**src/rtl/sync_sel_pkg.sv**
```systemverilog
package sync_sel_pkg;

  typedef enum logic [1:0] {
    CMD_NONE = 2'd0,
    CMD_SET  = 2'd1,
    CMD_CLR  = 2'd2
  } en_cmd_e;

  // Setting port: address bit 0 low, bit 1 is don't-care.
  function automatic logic hit_set_port(input logic a0);
    return !a0;
  endfunction

  // Clearing port: bit 0 high, bit 1 low.
  function automatic logic hit_clr_port(input logic a0, input logic a1);
    return a0 && !a1;
  endfunction

  // Wait request (active low): running CPU with a pending interrupt.
  function automatic logic calc_wait_n(input logic halt_n, input logic irq_n);
    return !(halt_n && !irq_n);
  endfunction

  // Next value of the turn-off stretch counter.
  function automatic int unsigned stretch_next(input int unsigned cur,
                                               input en_cmd_e cmd,
                                               input int unsigned len);
    if (cmd == CMD_CLR) return len;
    if (cmd == CMD_SET) return 0;
    if (cur != 0)       return cur - 1;
    return 0;
  endfunction

endpackage

```
**src/rtl/sync_sel_decode.sv**
```systemverilog
module sync_sel_decode
  import sync_sel_pkg::*;
(
  input  logic    io_wr_n,
  input  logic    addr_a0,
  input  logic    addr_a1,
  output logic    set_hit,
  output logic    clr_hit,
  output en_cmd_e cmd
);

  always_comb begin
    set_hit = !io_wr_n && hit_set_port(addr_a0);
    clr_hit = !io_wr_n && hit_clr_port(addr_a0, addr_a1);
    if (set_hit)      cmd = CMD_SET;
    else if (clr_hit) cmd = CMD_CLR;
    else              cmd = CMD_NONE;
  end

endmodule

```
**src/rtl/sync_sel_enable.sv**
```systemverilog
module sync_sel_enable
  import sync_sel_pkg::*;
#(
  parameter int unsigned STRETCH_CYCLES = 24
) (
  input  logic    clk,
  input  logic    rst,
  input  en_cmd_e cmd,
  output logic    en_q,
  output logic    stretch_busy,
  output logic    eff_en
);

  localparam int unsigned CNT_W = $clog2(STRETCH_CYCLES + 1);

  logic [CNT_W-1:0] cnt_q;
  logic [CNT_W-1:0] cnt_d;

  always_comb begin
    cnt_d = CNT_W'(stretch_next(int'(cnt_q), cmd, STRETCH_CYCLES));
  end

  always_ff @(posedge clk) begin
    if (rst) begin
      en_q  <= 1'b0;
      cnt_q <= '0;
    end else begin
      cnt_q <= cnt_d;
      if (cmd == CMD_SET)      en_q <= 1'b1;
      else if (cmd == CMD_CLR) en_q <= 1'b0;
    end
  end

  assign stretch_busy = (cnt_q != '0);
  assign eff_en       = en_q || stretch_busy;

endmodule

```
**src/rtl/sync_sel_mux.sv**
```systemverilog
module sync_sel_mux
  import sync_sel_pkg::*;
(
  input  logic eff_en,
  input  logic sw_sync,
  input  logic hw_sync,
  input  logic irq_n,
  input  logic halt_n,
  output logic mix_sync,
  output logic line_rst_dis,
  output logic wait_n
);

  logic hw_gated;
  logic sw_gated;

  always_comb begin
    hw_gated     = hw_sync && eff_en;
    sw_gated     = sw_sync && !eff_en;
    mix_sync     = hw_gated || sw_gated;
    line_rst_dis = eff_en;
    wait_n       = calc_wait_n(halt_n, irq_n);
  end

endmodule

```
**src/rtl/sync_sel_ctrl.sv**
```systemverilog
module sync_sel_ctrl
  import sync_sel_pkg::*;
#(
  parameter int unsigned STRETCH_CYCLES = 24
) (
  input  logic clk,
  input  logic rst,
  input  logic io_wr_n,
  input  logic addr_a0,
  input  logic addr_a1,
  input  logic sw_sync,
  input  logic hw_sync,
  input  logic irq_n,
  input  logic halt_n,
  output logic mix_sync,
  output logic line_rst_dis,
  output logic wait_n
);

  en_cmd_e cmd;
  logic    set_hit;
  logic    clr_hit;
  logic    en_q;
  logic    stretch_busy;
  logic    eff_en;

  sync_sel_decode u_decode (
    .io_wr_n (io_wr_n),
    .addr_a0 (addr_a0),
    .addr_a1 (addr_a1),
    .set_hit (set_hit),
    .clr_hit (clr_hit),
    .cmd     (cmd)
  );

  sync_sel_enable #(
    .STRETCH_CYCLES (STRETCH_CYCLES)
  ) u_enable (
    .clk          (clk),
    .rst          (rst),
    .cmd          (cmd),
    .en_q         (en_q),
    .stretch_busy (stretch_busy),
    .eff_en       (eff_en)
  );

  sync_sel_mux u_mux (
    .eff_en       (eff_en),
    .sw_sync      (sw_sync),
    .hw_sync      (hw_sync),
    .irq_n        (irq_n),
    .halt_n       (halt_n),
    .mix_sync     (mix_sync),
    .line_rst_dis (line_rst_dis),
    .wait_n       (wait_n)
  );

endmodule

```
**config.mk**
```make
export PLATFORM = sky130hd
export DESIGN_NAME = sync_sel_ctrl
export DESIGN_NICKNAME = d
export VERILOG_FILES = /design/src/rtl/sync_sel_pkg.sv /design/src/rtl/sync_sel_decode.sv /design/src/rtl/sync_sel_enable.sv /design/src/rtl/sync_sel_mux.sv /design/src/rtl/sync_sel_ctrl.sv
export SDC_FILE = /design/constraint.sdc
export NUM_CORES = 1
export LEC_CHECK = 0
export BUFFER_PORTS_ARGS = -buffer_cell sky130_fd_sc_hd__buf_2
export CORE_AREA = 2 2 39 41
export DETAILED_ROUTE_END_ITERATION = 16
export DIE_AREA = 0 0 41 43
export GPL_ROUTABILITY_DRIVEN = 0
export HOLD_SLACK_MARGIN = 0.12
export REMOVE_ABC_BUFFERS = 1
export SETUP_SLACK_MARGIN = 0.1
export SYNTH_ARGS = -nofsm -noshare
export SYNTH_HDL_FRONTEND = slang
export SYNTH_SLANG_ARGS = --single-unit
```
**constraint.sdc**
```tcl
create_clock -name clk -period 1.8 [get_ports clk]
set_input_delay 0.27 -clock clk [delete_from_list [all_inputs] [get_ports clk]]
set_output_delay 0.27 -clock clk [all_outputs]
set_load 0.05 [all_outputs]
```
==> impl_metrics.env <==
export IMPL_synthCells=32
export IMPL_synth_seq_area_share_pct=40.2
export IMPL_cts_clk_slew_worst_paths_ns=0.04
export IMPL_drc=0
export IMPL_final_nets=60
export IMPL_grt_overflow=0
export IMPL_r2r_end="u_enable.cnt_q[4]"
export IMPL_io_pins=12
export IMPL_hold_viol_final=0
export IMPL_place_port_buffers=11
export IMPL_tns_ns=0
export IMPL_cts_buffers_inserted=3
export IMPL_ctsHtreeMaxLevel=1
export IMPL_cp_end_kind="primary output"
export IMPL_path_buf_inv=2
export IMPL_ys_warn_count=0
export IMPL_min_period_ns=1.79
export IMPL_setup_worst_path_end="mix_sync"
export IMPL_die_area_um2=1760
export IMPL_grt_pass1_wl_um=979
export IMPL_start_kind="flop"
export IMPL_fin_util_pct=31.6
export IMPL_slowest_stage="dfxtp_2"
export IMPL_seq_area_um2=123
export IMPL_die_h_um=43
export IMPL_cp_cell_sequence="inv_2 > ha_4 > nor4b_4 > nand2b_2 > mux2_4 > buf_8"
export IMPL_ff2ff_setup_slack_ns=0.52
export IMPL_cts_sinks=6
export IMPL_layout_common_cells="10 x buf_2, 7 x nor2_1, 4 x dfxtp_1"
export IMPL_wl_per_cell_um=9.02
export IMPL_path_max_fanout=2
export IMPL_area_delta_synth_final_pct=46.0
export IMPL_grt_pass1_vias=273
export IMPL_path_class="flop to primary output"
export IMPL_slew_headroom_pct=83.0
export IMPL_fin_crit_sh_pct=99.4
export IMPL_postRouteAntennaNets=0
export IMPL_start_util_pct=21.6
export IMPL_hold_buffers=0
export IMPL_die_x_um=41
export IMPL_dr_pass1_iters=2
export IMPL_rsz0062_at_grt="true"
export IMPL_drt_initial_drc_count=2
export IMPL_ys_seq_elements=6
export IMPL_arrival_ns=1.52
export IMPL_crit_path_max_incr_delay_ns=0.31
export IMPL_vias=277
export IMPL_startpoint="u_enable.cnt_q[1]"
export IMPL_num_fill_cells=152
export IMPL_path_depth=6
export IMPL_status="completed"
export IMPL_worst_r2r_cell_count=6
export IMPL_clock_latency_ns=0.24
export IMPL_grt_max_degree=5
export IMPL_syn_cell_area_um2=299
export IMPL_cellPowerDensity_nw_per_um2=1510
export IMPL_fmax_mhz=559
export IMPL_track_usage_pct=8.94
export IMPL_layout_commonest_cell="buf_2"
export IMPL_skew_ns=0.00408
export IMPL_cts_tree="yes"
export IMPL_irDropWorstVdd_uv=433
export IMPL_path_delay_family="simple AND/OR/NAND/NOR gates"
export IMPL_r2r_start="u_enable.cnt_q[1]"
export IMPL_worstPathRequired_ns=1.53
export IMPL_syn_avg_cell_area_um2=9.34
export IMPL_rows=14
export IMPL_antenna_cells=0
export IMPL_clk_path_buf_depth=2
export IMPL_viasPerCell=4.33
export IMPL_synth_distinct_cells=17
export IMPL_worst_pin_slew_ns=0.253
export IMPL_core_um2=1380
export IMPL_min_path_type="primary input to flop"
export IMPL_holdCritStartpoint="rst"
export IMPL_finalMaxSlewViolations=0
export IMPL_drv_cap=0
export IMPL_layout_drive_gt1_share_pct=52.1
export IMPL_setup_viol=0
export IMPL_routed_wl_um=577
export IMPL_antenna_found_initial=0
export IMPL_p_leak_nw=0.199
export IMPL_multi_input_area_um2=184
export IMPL_hold_depth=2
export IMPL_cts_root_buf="clkbuf_4"
Yosys cell counts:
| master | n | share of area (%) |
|---|---|---|
| nor2_1 | 7 | 8.8 |
| dfxtp_1 | 6 | 40 |
| a21oi_1 | 3 | 5.0 |
| inv_1 | 2 | 2.5 |
| nor3_1 | 2 | 3.3 |
| ha_1 | 1 | 4.2 |
| mux2_4 | 1 | 5.0 |
| nand2b_1 | 1 | 2.1 |
| nand2b_2 | 1 | 2.9 |
| nor2b_1 | 1 | 2.1 |
| nor4b_4 | 1 | 7.9 |
| o211ai_1 | 1 | 2.5 |
| o311a_1 | 1 | 3.3 |
| or2_2 | 1 | 2.1 |
| or3_1 | 1 | 2.1 |
| or3b_1 | 1 | 2.9 |
| xnor2_1 | 1 | 2.9 |
state kept, by name, summed over array words and instances (netlist names):
| register | flops |
|---|---|
| u_enable.en_q | 1 |
| u_enable.cnt_q | 5 |
cell families (layout without fill, tap and decap cells):
| group | after synthesis | count (layout) | synth area share, % |
|---|---|---|---|
| AND/OR/NAND/NOR | 16 | 16 | 34.3 |
| flip-flops | 6 | 6 | 40.2 |
| AO/OA/AOI/OAI | 5 | 5 | 10.9 |
| buffers and inverters | 2 | 18 | 2.51 |
| adder cells (fa/ha/maj) | 1 | 1 | 4.18 |
| XOR/XNOR | 1 | 1 | 2.93 |
| multiplexers | 1 | 1 | 5.02 |
per-stage QoR:
step           worst slack (ns)  power [mW]  cell area (um2)  instances  hold slack [ns]
2_1_floorplan            0.0889       0.430              299         32            0.342
3_3_place_gp              0.129       0.481              374         59            0.427
3_5_place_dp             0.0826       0.487              374         59            0.450
4_1_cts                 -0.0138       0.664              429         63            0.225
5_1_grt                 -0.0783       0.711              437         64            0.231
6_report                 0.0101       0.658              437         64            0.236
power by group:
part / internal, mW / switching, mW / total (mW)
Combinational: 0.167 / 0.177 / 0.344
Clock: 0.0750 / 0.0422 / 0.117
Sequential: 0.165 / 0.0314 / 0.196
final cells by class:
type	count	area share, %
multi-input cells	24	42.1
flip-flops and latches	6	28.1
repair buffers	13	18.3
clock buffers	3	5.16
well taps	16	4.58
inverters	2	1.72
worst reg2reg max path, cell delays in order (launching register included):
cell     delay [ns]
dfxtp_2        0.31
inv_2          0.06
ha_4           0.13
buf_4          0.11
or3b_1         0.35
a21oi_1        0.16
nor3_1         0.05
how the worst min path moves through the flow:
stage,end,slack [ns]
2_1_floorplan,u_enable.en_q,0.34
3_3_place_gp,u_enable.cnt_q[0],0.43
3_5_place_dp,u_enable.cnt_q[0],0.45
4_1_cts,u_enable.en_q,0.22
5_1_grt,u_enable.cnt_q[4],0.23
6_report,u_enable.en_q,0.24
timing repair:
item	in CTS	in global routing
buffers inserted	1	1
pin swaps	1	0
gates resized for setup	9	0
hold endpoints to repair	0	0
endpoints found under the setup margin	1	1
layer usage:
| metal | global-route usage, % | vias to the layer above | part of all wire, % |
|---|---|---|---|
| met1 | 8.04 | 127 | 37 |
| met3 | 3.14 | 2 | 1.9 |
| met4 | 10.0 | 0 | 2.4 |
| li1 | - | 145 | - |
| met5 | 0 | - | 0 |
| met2 | 13.4 | 3 | 58 |
(Power assumes the default switching activity.)
